<file path="src/rtl/pq_pkg.sv">
package pq_pkg;
  typedef logic [1:0] pq_t;

  localparam pq_t PQ_IDLE   = 2'b00;
  localparam pq_t PQ_OFF    = 2'b01;
  localparam pq_t PQ_PEND   = 2'b10;
  localparam pq_t PQ_QUEUED = 2'b11;

  // Control-to-datapath strobes for one cycle
  typedef struct packed {
    logic stTrig;
    logic ldAny;
    logic ldBad;
    logic ldEoi;
    logic ldGet;
    logic ldForce;
    pq_t  forceVal;
  } strobe_t;

  function automatic pq_t trigNext(pq_t s);
    case (s)
      PQ_IDLE: return PQ_PEND;
      PQ_PEND: return PQ_QUEUED;
      PQ_QUEUED: return PQ_QUEUED;
      default: return s;
    endcase
  endfunction

  function automatic pq_t eoiNext(pq_t s);
    case (s)
      PQ_QUEUED: return PQ_PEND;
      PQ_PEND: return PQ_IDLE;
      default: return s;
    endcase
  endfunction
endpackage

</file>
<file path="src/rtl/pq_decode.sv">
module pq_decode
  import pq_pkg::*;
#(
  parameter int NUM_SRC    = 8,
  parameter int IDX_W      = 3,
  parameter int PAGE_SHIFT = 16,
  parameter int ADDR_W     = PAGE_SHIFT + IDX_W
) (
  input  logic              ldValid,
  input  logic [ADDR_W-1:0] ldAddr,
  input  logic [1:0]        ldSize,
  input  logic              stValid,
  input  logic [ADDR_W-1:0] stAddr,
  input  logic [1:0]        stSize,
  input  logic [NUM_SRC-1:0] srcValid,
  output strobe_t           strobe,
  output logic [IDX_W-1:0]  ldIdx,
  output logic [IDX_W-1:0]  stIdx
);
  localparam logic [1:0] SIZE_8B = 2'd3;

  logic [3:0] ldOff, stOff;
  logic ldHit, stHit;

  assign ldIdx = ldAddr[PAGE_SHIFT +: IDX_W];
  assign stIdx = stAddr[PAGE_SHIFT +: IDX_W];
  assign ldOff = ldAddr[11:8];
  assign stOff = stAddr[11:8];

  always_comb begin
    ldHit = ldValid && (ldSize == SIZE_8B) && (int'(ldIdx) < NUM_SRC) && srcValid[ldIdx];
    stHit = stValid && (stSize == SIZE_8B) && (int'(stIdx) < NUM_SRC) && srcValid[stIdx];

    strobe          = '0;
    strobe.ldAny    = ldValid;
    strobe.ldEoi    = ldHit && (ldOff == 4'h0);
    strobe.ldGet    = ldHit && (ldOff == 4'h8);
    strobe.ldForce  = ldHit && (ldOff[3:2] == 2'b11);
    strobe.forceVal = ldOff[1:0];
    strobe.ldBad    = ldValid && !(strobe.ldEoi || strobe.ldGet || strobe.ldForce);
    strobe.stTrig   = stHit && (stOff == 4'h0);
  end
endmodule

</file>
<file path="src/rtl/pq_state.sv">
module pq_state
  import pq_pkg::*;
#(
  parameter int NUM_SRC = 8,
  parameter int IDX_W   = 3
) (
  input  logic               clk,
  input  logic               rstN,
  input  strobe_t            strobe,
  input  logic [IDX_W-1:0]   ldIdx,
  input  logic [IDX_W-1:0]   stIdx,
  input  logic [NUM_SRC-1:0] srcMask,
  input  logic [NUM_SRC-1:0] srcLevel,
  output logic               rdValid,
  output logic [63:0]        rdData,
  output logic [NUM_SRC-1:0] notify,
  output logic [NUM_SRC-1:0] sentFlag
);
  pq_t [NUM_SRC-1:0] pq, pqMid, pqNext;
  logic [NUM_SRC-1:0] notifyNext, sentNext;
  logic [63:0] rdNext;
  pq_t trigOld, ldCur;

  always_comb begin
    pqMid      = pq;
    notifyNext = '0;
    trigOld    = pq[stIdx];
    // store is applied first so a same-cycle load sees its result
    if (strobe.stTrig) begin
      pqMid[stIdx] = trigNext(trigOld);
      if (trigOld == PQ_IDLE && !srcMask[stIdx]) notifyNext[stIdx] = 1'b1;
    end

    pqNext   = pqMid;
    sentNext = sentFlag | (notifyNext & srcLevel);
    rdNext   = '1;
    ldCur    = pqMid[ldIdx];
    if (strobe.ldEoi) begin
      pqNext[ldIdx] = eoiNext(ldCur);
      rdNext        = {63'b0, ldCur == PQ_QUEUED};
      if (srcLevel[ldIdx]) sentNext[ldIdx] = 1'b0;
    end else if (strobe.ldGet) begin
      rdNext = {62'b0, ldCur};
    end else if (strobe.ldForce) begin
      pqNext[ldIdx] = strobe.forceVal;
      rdNext        = {62'b0, ldCur};
    end
  end

  always_ff @(posedge clk) begin
    if (!rstN) begin
      pq       <= {NUM_SRC{PQ_OFF}};
      notify   <= '0;
      sentFlag <= '0;
      rdValid  <= 1'b0;
      rdData   <= '0;
    end else begin
      pq       <= pqNext;
      notify   <= notifyNext;
      sentFlag <= sentNext;
      rdValid  <= strobe.ldAny;
      if (strobe.ldAny) rdData <= rdNext;
    end
  end

  a_r3_single_pulse: assert property (@(posedge clk) disable iff (!rstN)
    $onehot0(notify));

  a_r3_pulse_needs_trigger: assert property (@(posedge clk) disable iff (!rstN)
    strobe.stTrig == 1'b0 |=> notify == '0);

  a_r11_load_answered: assert property (@(posedge clk) disable iff (!rstN)
    strobe.ldAny |=> rdValid);

  a_r11_no_spurious_valid: assert property (@(posedge clk) disable iff (!rstN)
    !strobe.ldAny |=> !rdValid);

  for (genvar i = 0; i < NUM_SRC; i++) begin : g_chk
    a_r4_masked_silent: assert property (@(posedge clk) disable iff (!rstN)
      srcMask[i] |=> !notify[i]);
    a_r3_from_idle: assert property (@(posedge clk) disable iff (!rstN)
      pq[i] != PQ_IDLE |=> !notify[i]);
    a_r9_level_only: assert property (@(posedge clk) disable iff (!rstN)
      !srcLevel[i] && !sentFlag[i] |=> !sentFlag[i]);
  end
endmodule

</file>
<file path="src/rtl/irq_pq_coalescer.sv">
module irq_pq_coalescer
  import pq_pkg::*;
#(
  parameter int NUM_SRC    = 8,
  parameter int PAGE_SHIFT = 16,
  localparam int IDX_W     = (NUM_SRC > 1) ? $clog2(NUM_SRC) : 1,
  localparam int ADDR_W    = PAGE_SHIFT + IDX_W
) (
  input  logic               clk,
  input  logic               rstN,
  input  logic               ldValid,
  input  logic [ADDR_W-1:0]  ldAddr,
  input  logic [1:0]         ldSize,
  input  logic               stValid,
  input  logic [ADDR_W-1:0]  stAddr,
  input  logic [1:0]         stSize,
  input  logic [NUM_SRC-1:0] srcValid,
  input  logic [NUM_SRC-1:0] srcMask,
  input  logic [NUM_SRC-1:0] srcLevel,
  output logic               rdValid,
  output logic [63:0]        rdData,
  output logic [NUM_SRC-1:0] notify,
  output logic [NUM_SRC-1:0] sentFlag
);
  strobe_t strobe;
  logic [IDX_W-1:0] ldIdx, stIdx;

  pq_decode #(
    .NUM_SRC(NUM_SRC), .IDX_W(IDX_W), .PAGE_SHIFT(PAGE_SHIFT), .ADDR_W(ADDR_W)
  ) u_decode (
    .ldValid(ldValid), .ldAddr(ldAddr), .ldSize(ldSize),
    .stValid(stValid), .stAddr(stAddr), .stSize(stSize),
    .srcValid(srcValid), .strobe(strobe), .ldIdx(ldIdx), .stIdx(stIdx)
  );

  pq_state #(
    .NUM_SRC(NUM_SRC), .IDX_W(IDX_W)
  ) u_state (
    .clk(clk), .rstN(rstN), .strobe(strobe), .ldIdx(ldIdx), .stIdx(stIdx),
    .srcMask(srcMask), .srcLevel(srcLevel), .rdValid(rdValid),
    .rdData(rdData), .notify(notify), .sentFlag(sentFlag)
  );
endmodule

</file>
<file path="config.mk">
export PLATFORM = sky130hd
export DESIGN_NAME = irq_pq_coalescer
export DESIGN_NICKNAME = d
export VERILOG_FILES = /design/src/rtl/pq_pkg.sv /design/src/rtl/pq_decode.sv /design/src/rtl/pq_state.sv /design/src/rtl/irq_pq_coalescer.sv
export SDC_FILE = /design/constraint.sdc
export NUM_CORES = 1
export LEC_CHECK = 0
export ABC_CLOCK_PERIOD_IN_PS = 5430
export BUFFER_PORTS_ARGS = -buffer_cell sky130_fd_sc_hd__buf_4
export CAP_MARGIN = 20
export CORE_MARGIN = 2
export CORE_UTILIZATION = 50
export CTS_BUF_LIST = sky130_fd_sc_hd__clkbuf_16
export DETAILED_ROUTE_END_ITERATION = 10
export PLACE_DENSITY = 0.9
export SYNTH_ARGS = -nofsm -noshare
export SYNTH_HDL_FRONTEND = slang
export SYNTH_SLANG_ARGS = --single-unit
</file>
<file path="constraint.sdc">
create_clock -name clk -period 5.43 [get_ports clk]
set_clock_uncertainty 0.2 [all_clocks]
set_input_delay 1.086 -clock clk [delete_from_list [all_inputs] [get_ports clk]]
set_output_delay 1.086 -clock clk [all_outputs]
set_load 0.01 [all_outputs]
</file>
==> summary.md, run 1 <==
| Metric | Value |
|---|---|
| Final Util | `63.0%` |
| Cells along the critical path | `buf_4 > mux2i_1 > mux4_2 > nor4_2 > a211oi_1 > or4_4 > o211ai_2 > a31oi_1` |
| Ant diodes | `0` |
| Initial core utilization | `52.0%` |
| Delay-heaviest family, CP | `simple AND/OR/NAND/NOR gates` |
| Mapped cell area | `0.00310 mm^2` |
| DR pass1 iterations | `5` |
| CP startpoint | `stAddr[16]` |
| Tmin final | `4.33 ns` |
| Syn_area_per_cell | `8.53 um^2` |
| Fmax | `0.231 GHz` |
| Setup TNS Final | `0 ns` |
| Worst path buffer plus inverter count | `1` |
| Pwr per Cell Area | `196 mW/mm^2` |
| Cell row count | `28` |
| Cells after synthesis | `363` |
| Final setup viols | `0` |
| Leakage | `1.51 nW` |
| DRT iter0 DRCs | `287` |
| Reg2Reg Depth | `8` |
| Worst vdd ir | `0.177 mV` |
| Slew HR | `38.1%` |
| Dpl cells | `484` |
| Clock buffer depth | `2` |
| Register area share after synthesis | `23.3%` |
| Initial antenna violation count | `0` |
| Vias in the first global route | `2,860` |
| Total chip power | `0.000735 W` |
| Place WS | `0.955 ns` |
| Final worst slack | `1.10 ns` |
| WL final | `9560 um` |
| Clock transition at the registers of the reported paths | `0.05 ns` |
| Yosys reg bits | `36` |
| Die ar. | `0.00684 mm^2` |
| Cts hold-fix bufs | `0` |
| Routability cong. | `0.946` |
| Critical-path top delay cell | `mux4_2` |
| Multi-input logic area | `0.00180 mm^2` |
| Reg area | `722 um^2` |
| Total CTS buffers | `5` |
| Die width | `82.7 um` |
| Syn Nets | `433` |
| Area Growth Syn to Fin | `21.3%` |
| R2R Path Start | `u_state.pq[10]` |
| Vias per inst | `6.55` |
| DRC violations left | `0` |
| Slowest stage delay, CP | `0.64 ns` |
| Clock Latency Late Sink | `0.28 ns` |
| Fill cells | `513` |
| Final Hold Fails | `0` |
| CP arrival | `4.26 ns` |
| Per-cell routed wire length | `19.4 um` |
| # H-tree levels | `2` |
| PostCTS Resize Cnt | `0` |
| IO Port Bufs | `126` |
| Critical Path Start Type | `input pin` |
| Synth unique cells | `58` |
| Postcts setup bufs | `0` |
| Max Slew Vio Count | `0` |
| Layout cells sized above 1 | `40.4%` |
| I/O pin count | `151` |
| Die Y | `82.7 um` |
| Max Cap Viol | `0` |
| Core area | `0.00596 mm^2` |
| Post-synth EDFFs | `0` |
| WHS Path Cells | `2` |
| Critical path type | `input pin to register` |
| Non-filler cells, final | `493` |
| Ys Warns | `0` |
| DP HPWL | `7070 um` |
| Slew @ Worst Pin | `0.928 ns` |
| Hold_sp | `u_state.rdData[1]` |
| Via count | `3,230` |
| Outcome | `finished clean` |
| GRT overflow | `0` |
| WP data required | `5.36 ns` |
| First-pass GRT wire length | `14,500 um` |
| Largest net degree at the start of global routing | `64` |
| Worst hold path class | `register to register` |
| Period Utilization, post-route | `79.7%` |
| GRT Total Usage | `28.2%` |
| CTS tree | `yes` |
| Critical path peak fanout | `30` |
| Root Driver | `clkbuf_16` |
| RR Endpoint | `u_state.pq[13]` |
| Clock Sinks | `36` |
| Final ANT Viol Nets | `0` |
| CP endpoint kind | `register` |
| Nets | `487` |
| Synth async-reset ratio | `0%` |
| Reg2Reg Setup Slack | `2.02 ns` |
| Top FF cell, synth | `dfxtp_1` |
| Hold Path Sink | `u_state.rdData[1]` |
| RSZ-0062 raised after global routing | `no` |
power breakdown:
part           internal, W  switching (W)
Sequential        0.000267     0.00000839
Clock             0.000166       0.000109
Combinational    0.0000891      0.0000955
Total             0.000522       0.000213
layer usage:
| layer | vias up | global-route usage [%] | part of all wire [%] |
|---|---|---|---|
| met1 | 1511 | 33.6 | 37 |
| met4 | 0 | 12.6 | 3.2 |
| li1 | 1435 | - | - |
| met3 | 30 | 7.39 | 13 |
| met5 | - | 0 | 0 |
| met2 | 254 | 47.5 | 47 |
cell usage after synthesis (all sizes together) (3+ instances only):
master,number,area (um^2)
a211oi,19,143
nor4,12,100
buf,65,484
mux2i,16,160
a21oi,18,90.1
inv,6,22.5
o21ai,13,65.1
dfxtp,36,721
o221ai,9,129
and3,3,18.8
nor3b,3,22.5
nand2b,5,31.3
clkbuf,19,71.3
nand2,17,63.8
and3b,3,26.3
or3b,4,35.0
mux4,8,180
and2,3,18.8
o22ai,3,18.8
mux2,6,67.6
nand3,7,35.0
a31oi,18,113
or3,3,18.8
nor3,6,30.0
nand3b,6,45.0
nor2,21,78.8
o211ai,4,35.0
worst register-to-register path: stages, from the launching register on:
cell and delay [ns]:
dfxtp_1 0.43, mux4_2 0.31, o2111ai_1 0.14, a221oi_2 0.61
buf_4 0.28, a211oi_1 0.08, or4_4 0.56, o211ai_2 0.44
a31oi_1 0.21
how the worst max path moves through the flow:
stage                     end  slack [ns]  cells past startpoint
2_1_floorplan  u_state.pq[10]        1.54                      9
3_3_place_gp   u_state.pq[13]        0.96                      8
3_5_place_dp   u_state.pq[13]        0.96                      8
4_1_cts        u_state.pq[13]        1.24                      8
5_1_grt        u_state.pq[13]        1.05                      8
6_report       u_state.pq[13]        1.10                      8
logic make-up after synthesis:
group / after synthesis / share of synthesized area (%)
and+or+nand+nor: 102 / 19.5
AOI/OAI and AO/OA: 103 / 24.8
DFF: 36 / 23.3
buffers and inverters: 90 / 18.7
muxes: 30 / 13.2
xor gates and xnor gates: 2 / 0.566
registers in the layout, summed over array words and instances (netlist names):
signal	flops
u_state.notify	8
u_state.rdData	3
u_state.sentFlag	8
u_state.rdValid	1
u_state.pq	16
cell usage in the layout (no fill, tap or decap), drive strengths merged, types with 3 or more instances in the layout:
master and n:
nand2b 5, and3 3, o21ai 13, nand3 7
clkbuf 6, a31oi 18, nand3b 6, nor3 6
nor3b 3, mux4 8, inv 6, dfxtp 36
buf 130, or3 3, nor2 21, a21oi 18
a211oi 19, o22ai 3, or3b 4, and2 3
clkinv 3, mux2 6, and3b 3, mux2i 16
o221ai 9, nand2 17, o211ai 4, nor4 12
layout make-up:
cell class	count	share of cell area, %
tap	75	2.50
multi-input combinational	237	47.9
inverter	6	0.600
timing repair buffer	131	26.1
clock buffer	5	3.33
clock inverter	3	0.367
sequential	36	19.2
metrics by stage:
stage | cell area [um^2] | hold slack, ns
2_1_floorplan | 3100 | 0.332
3_3_place_gp | 3610 | 0.289
3_5_place_dp | 3610 | 0.300
4_1_cts | 3750 | 0.314
5_1_grt | 3750 | 0.341
6_report | 3750 | 0.311
Power figures use the tool's default switching activity.
==> run 2, diff against run 1 <==
ABC_AREA = 1   (was default)
ABC_CLOCK_PERIOD_IN_PS = 4000   (was 5430)
CORE_UTILIZATION = 48   (was 50)
PLACE_DENSITY = 0.85   (was 0.9)
clock period = 4 ns   (was 5.43 ns; I/O delays follow)
==> run 2 against run 1 <==
Synthesized cell count is 50% higher. Global-route usage down 2.2 points. Critical path depth grew 4. First-iteration DRC count is 60% higher. Sequential share of layout area is 1.2 points lower. Cell count up 39%. Register-to-register slack worse by 0.44 ns. Highest routed layer unchanged.
==> summary.md, run 2 <==
| Metric | Value |
|---|---|
| Post-Synth XOR/XNOR Area | `0%` |
| Reg area | `722 um^2` |
| Delay-heaviest family, CP | `simple AND/OR/NAND/NOR gates` |
| Postcts setup bufs | `0` |
| Yosys top cell area share | `21.6%` |
| Sequential power share | `36.3%` |
| Grt met2 use | `43.0%` |
| RSZ-0062 raised after global routing | `no` |
| Area Growth Syn to Fin | `20.1%` |
| Clock Power Share | `36.7%` |
| First-pass GRT wire length | `15,800 um` |
| Vias per inst | `5.55` |
| WP data required | `4.01 ns` |
| Layout cells sized above 1 | `29.0%` |
| Mapped cell area | `0.00334 mm^2` |
| # H-tree levels | `2` |
| Gate power share | `27.0%` |
| Routability cong. | `0.943` |
| CP endpoint kind | `register` |
| IO Port Bufs | `126` |
| Clock transition at the registers of the reported paths | `0.06 ns` |
| Ant diodes | `0` |
| Non-filler cells, final | `687` |
| Cts hold-fix bufs | `0` |
| Worst path buffer plus inverter count | `2` |
| Place WS | `0.597 ns` |
| Largest family of logic cells by synthesized area | `simple AND/OR/NAND/NOR gates` |
| Most frequent cells in the layout | `165 x nand2_1, 128 x buf_4, 57 x inv_1` |
| Via count | `3,816` |
| WL final | `10,300 um` |
| Vias in the first global route | `3,389` |
| Cell with the most instances after synthesis | `nand2_1` |
| Final setup viols | `0` |
| Adder-cell share of the synthesized area | `0%` |
| Met3 usage | `5.21%` |
| Dpl cells | `679` |
| CP arrival | `3.24 ns` |
| Multi-input logic area | `0.00184 mm^2` |
| Total chip power | `0.00104 W` |
| Fmax | `0.310 GHz` |
| Cell row count | `30` |
| Tmin final | `3.23 ns` |
| Mux cell area share after synthesis | `0%` |
| Simple-gate share of the synthesized area | `40.0%` |
| Register area share after synthesis | `21.6%` |
| Most common cell after layout, fill and taps aside | `nand2_1` |
| Top cells by area, synth | `dfxtp_1 22%, nand2_1 19%, buf_4 14%, nand3_1 6.4%, inv_1 6.4%` |
| Met1 GRT Util | `31.8%` |
| Die Y | `87.4 um` |
| I/O pin count | `151` |
| Post-synth EDFFs | `0` |
| Initial core utilization | `49.4%` |
| Final worst slack | `0.771 ns` |
| Critical Path Start Type | `input pin` |
| DP HPWL | `7670 um` |
| PostCTS Resize Cnt | `0` |
| Die ar. | `0.00764 mm^2` |
| Clock Latency Late Sink | `0.29 ns` |
| Slew @ Worst Pin | `0.941 ns` |
| Cells after synthesis | `544` |
| Fill cells | `631` |
| Setup TNS Final | `0 ns` |
| Syn_area_per_cell | `6.14 um^2` |
| Die width | `87.4 um` |
| Total CTS buffers | `5` |
| Max FFs per register | `16` |
| GRT overflow | `0` |
| GRT Total Usage | `26.0%` |
| Net Sw Power | `0.000325 W` |
| DR pass1 iterations | `6` |
| Synth Area in Compound Gates | `15.1%` |
| Per-cell routed wire length | `15.0 um` |
| Outcome | `finished clean` |
| Pwr per Cell Area | `259 mW/mm^2` |
| Leakage | `2.07 nW` |
| Slowest stage delay, CP | `0.56 ns` |
| Post-synth top cells | `165 x nand2_1, 62 x buf_4, 57 x inv_1` |
| Largest registers | `u_state.pq: 16 flops, u_state.notify: 8 flops, u_state.sentFlag: 8 flops` |
| Period Utilization, post-route | `80.7%` |
| Ys Warns | `0` |
| Top FF cell, synth | `dfxtp_1` |
| Initial antenna violation count | `0` |
| Critical Path Most Common Cell | `nand3_1` |
| Worst hold path class | `register to register` |
| CTS tree | `yes` |
| Cells along the critical path | `buf_4 > inv_1 > nand3_1 > o22ai_1 > nor2_1 > nand3_1 > nand3_1 > nor2_1 > nand2_1 > o211ai_1 > nand2_1 > a21oi_1` |
| Slew HR | `37.2%` |
| Syn Nets | `614` |
| Max Slew Vio Count | `0` |
| Synth unique cells | `36` |
| Worst vdd ir | `0.155 mV` |
| Critical path type | `input pin to register` |
| Synth async-reset ratio | `0%` |
| Critical-path top delay cell | `nand3_1` |
| Clock buffer depth | `2` |
| Final ANT Viol Nets | `0` |
| Core area | `0.00676 mm^2` |
| Gr busiest metal | `met2` |
| Sw Share | `31.3%` |
| Clock Sinks | `36` |
| WHS | `0.288 ns` |
| Nets | `676` |
| Post-synth top area cell | `dfxtp_1` |
| Pint | `0.000712 W` |
| DRT iter0 DRCs | `458` |
| Final Hold Fails | `0` |
| Max Cap Viol | `0` |
| Root Driver | `clkbuf_16` |
| Critical path peak fanout | `18` |
| Largest net degree at the start of global routing | `64` |
| DRC violations left | `0` |
| Top reg by flops | `u_state.pq` |
| Yosys reg bits | `36` |
==> run 2: path summary, 6_finish.rpt <==
| check | startpoint | endpoint | slack, ns | depth (start not counted) |
|---|---|---|---|---|
| min reg2reg | u_state.rdData[1] | u_state.rdData[1] | 0.29 | 2 |
| max reg2reg | u_state.pq[7] | u_state.pq[10] | 1.58 | 16 |
| max | ldAddr[18] | u_state.pq[7] | 0.77 | 12 |
| min | u_state.rdData[1] | u_state.rdData[1] | 0.29 | 2 |
==> run 2: power groups by stage <==
stage / logic [W] / registers (W) / clock network [W]
floorplan: 0.000199 / 0.000383 / 0
CTS: 0.000276 / 0.000377 / 0.000377
global placement: 0.000270 / 0.000383 / 0
global route: 0.000299 / 0.000379 / 0.000394
detailed placement: 0.000275 / 0.000385 / 0
finish: 0.000280 / 0.000376 / 0.000381
==> run 2: through the flow <==
stage / utilization (%) / area (um^2)
3_3_place_gp: 57.3 / 3870
4_1_cts: 59.4 / 4010
3_5_place_dp: 57.3 / 3870
6_report: 59.4 / 4010
2_1_floorplan: - / 3340
5_1_grt: 59.4 / 4010
==> run 2: cell type report <==
class / count / area share [%]
repair buffers: 128 / 24.0
inverters: 66 / 6.24
clock inverters: 3 / 0.343
clock buffers: 5 / 3.12
well taps: 80 / 2.50
multi-input cells: 369 / 45.9
flip-flops and latches: 36 / 18.0
==> run 2: tightest hold or removal path, delay by kind of cell, from the launching register on <==
kind	cells	cell delay [ns]
flops	1	0.31
simple gates	2	0.13
==> run 2: cell families after synthesis <==
| logic type | after synthesis |
|---|---|
| AOI/OAI and AO/OA | 87 |
| buffers and inverters | 139 |
| DFF | 36 |
| and+or+nand+nor | 282 |
==> run 2: per-layer routing <==
layer  share of wire (%)  wire, um
met5                   0         0
met4                 3.8       393
met3                 9.9      1020
met2                  49      5040
met1                  38      3870
==> run 3, diff against run 2 <==
ABC_CLOCK_PERIOD_IN_PS = 3200   (was 4000)
clock period = 3.2 ns   (was 4 ns; I/O delays follow)
==> run 3 against run 2 <==
Utilization is 0.91 points higher. First-iteration DRC count is 5.5% lower. Clock power is 21% higher.
==> summary.md, run 3 (synthesized netlist as in run 2, its figures left out) <==
| Metric | Value |
|---|---|
| Outcome | `finished clean` |
| Clock Sinks | `36` |
| Die Y | `87.4 um` |
| Die width | `87.4 um` |
| CP arrival | `2.74 ns` |
| IO Port Bufs | `126` |
| PostCTS Resize Cnt | `0` |
| Hold_sp | `u_state.rdData[1]` |
| Cells along the critical path | `buf_4 > inv_4 > nand2_1 > nand2_1 > nand2_1 > nand2_1 > nand2_1 > nand2_4 > nor2_8 > nand2_1 > nand3_1 > nand2_1 > nor2_2 > nand2_4 > nand3_4 > nand2_1 > nand2_1 > nand2_1` |
| Largest net degree at the start of global routing | `64` |
| Nets | `685` |
| GRT Total Usage | `26.3%` |
| Cell row count | `30` |
| DRT iter0 DRCs | `433` |
| Reg2Reg Setup Slack | `0.77 ns` |
| GRT overflow | `0` |
| Clock Latency Late Sink | `0.28 ns` |
| Fill cells | `618` |
| Reg2Reg Depth | `16` |
| R2R Path Start | `u_state.pq[7]` |
| Initial antenna violation count | `0` |
| WL final | `10,300 um` |
| Critical Path Start Type | `input pin` |
| Per-cell routed wire length | `14.9 um` |
| Leakage | `2.10 nW` |
| Layout cells sized above 1 | `29.8%` |
| Most frequent cells in the layout | `165 x nand2_1, 137 x buf_4, 57 x inv_1` |
| Most common cell after layout, fill and taps aside | `nand2_1` |
| Vias in the first global route | `3,522` |
| Final ANT Viol Nets | `0` |
| Hold Path Sink | `u_state.rdData[1]` |
| Postcts setup bufs | `0` |
| Routability cong. | `0.958` |
| Clock transition at the registers of the reported paths | `0.05 ns` |
| WP data required | `3.17 ns` |
| Slew @ Worst Pin | `0.934 ns` |
| Vias per inst | `5.50` |
| RSZ-0062 raised after global routing | `no` |
| Max Slew Vio Count | `0` |
| DRC violations left | `0` |
| Slowest stage delay, CP | `0.23 ns` |
| Final setup viols | `0` |
| Cts hold-fix bufs | `0` |
| I/O pin count | `151` |
| Total CTS buffers | `5` |
| Top reg by flops | `u_state.pq` |
| RR Endpoint | `u_state.pq[12]` |
| Critical Path Most Common Cell | `nand2_1` |
| Critical-path top delay cell | `buf_4` |
| Area Growth Syn to Fin | `21.9%` |
| Worst vdd ir | `0.213 mV` |
| DP HPWL | `7790 um` |
| Largest registers | `u_state.pq: 16 flops, u_state.notify: 8 flops, u_state.sentFlag: 8 flops` |
| First-pass GRT wire length | `15,900 um` |
| Critical path peak fanout | `19` |
| Pwr per Cell Area | `316 mW/mm^2` |
| Period Utilization, post-route | `86.5%` |
| CP endpoint kind | `register` |
| Die ar. | `0.00764 mm^2` |
| WHS Path Cells | `2` |
| Total chip power | `0.00129 W` |
| Initial core utilization | `49.4%` |
| Max FFs per register | `16` |
| Critical path type | `input pin to register` |
| Tmin final | `2.77 ns` |
| Slew HR | `37.7%` |
| # H-tree levels | `2` |
| Via count | `3,822` |
| DR pass1 iterations | `7` |
| Root Driver | `clkbuf_16` |
| Fmax | `0.361 GHz` |
| Setup TNS Final | `0 ns` |
| Worst hold path class | `register to register` |
| CTS tree | `yes` |
| Core area | `0.00676 mm^2` |
| Clock buffer depth | `2` |
| Ant diodes | `0` |
| Final Hold Fails | `0` |
| Max Cap Viol | `0` |
==> run 3: per-stage QoR <==
step	hold WS [ns]	setup slack [ns]	instance area, um^2	cells	util, %
3_5_place_dp	0.260	0.234	3940	688	58.3
6_report	0.276	0.432	4070	695	60.3
3_3_place_gp	0.264	0.302	3940	688	58.3
4_1_cts	0.274	0.535	4070	695	60.3
5_1_grt	0.318	0.292	4070	695	60.3
2_1_floorplan	0.291	0.735	3340	544	-
==> run 3: routing by layer <==
metal / vias up / part of all wire, % / GRT usage, %
met3: 35 / 9.7 / 5.31
met2: 240 / 50 / 44.1
li1: 1828 / - / -
met4: 0 / 2.8 / 12.2
met1: 1719 / 38 / 32.1
met5: - / 0 / 0
==> run 3: area by class of cell <==
cell class	count	area [um^2]	share of cell area (%)
inverters	66	250	6.14
well taps	80	100	2.46
multi-input cells	369	1840	45.2
repair buffers	137	1030	25.3
clock buffers	5	125	3.07
clock inverters	2	7.51	0.184
flip-flops and latches	36	722	17.7
==> run 3: worst max-delay path: cells and delay by family <==
family / cells / cell delay (ns)
buffers and inverters: 2 / 0.36
and+or+nand+nor: 16 / 1.72
==> run 3: how the worst max path moves through the flow <==
stage                             startpoint                end  slack [ns]  cells past startpoint
after floorplan           u_state.rdData[62]         rdData[10]        0.74                      1
after global placement            stAddr[16]  u_state.rdData[0]        0.30                     17
after detailed placement          stAddr[16]      u_state.pq[8]        0.23                     18
after CTS                         stAddr[16]     u_state.pq[12]        0.53                     18
after global routing              stAddr[16]     u_state.pq[12]        0.29                     18
final                             stAddr[16]     u_state.pq[12]        0.43                     18
==> run 3: power breakdown <==
part | leakage (nW) | total, W | switching, W | internal [W]
Sequential | 0.292 | 0.000470 | 0.0000164 | 0.000454
Clock | 0.0648 | 0.000462 | 0.000183 | 0.000278
Combinational | 1.75 | 0.000355 | 0.000199 | 0.000156
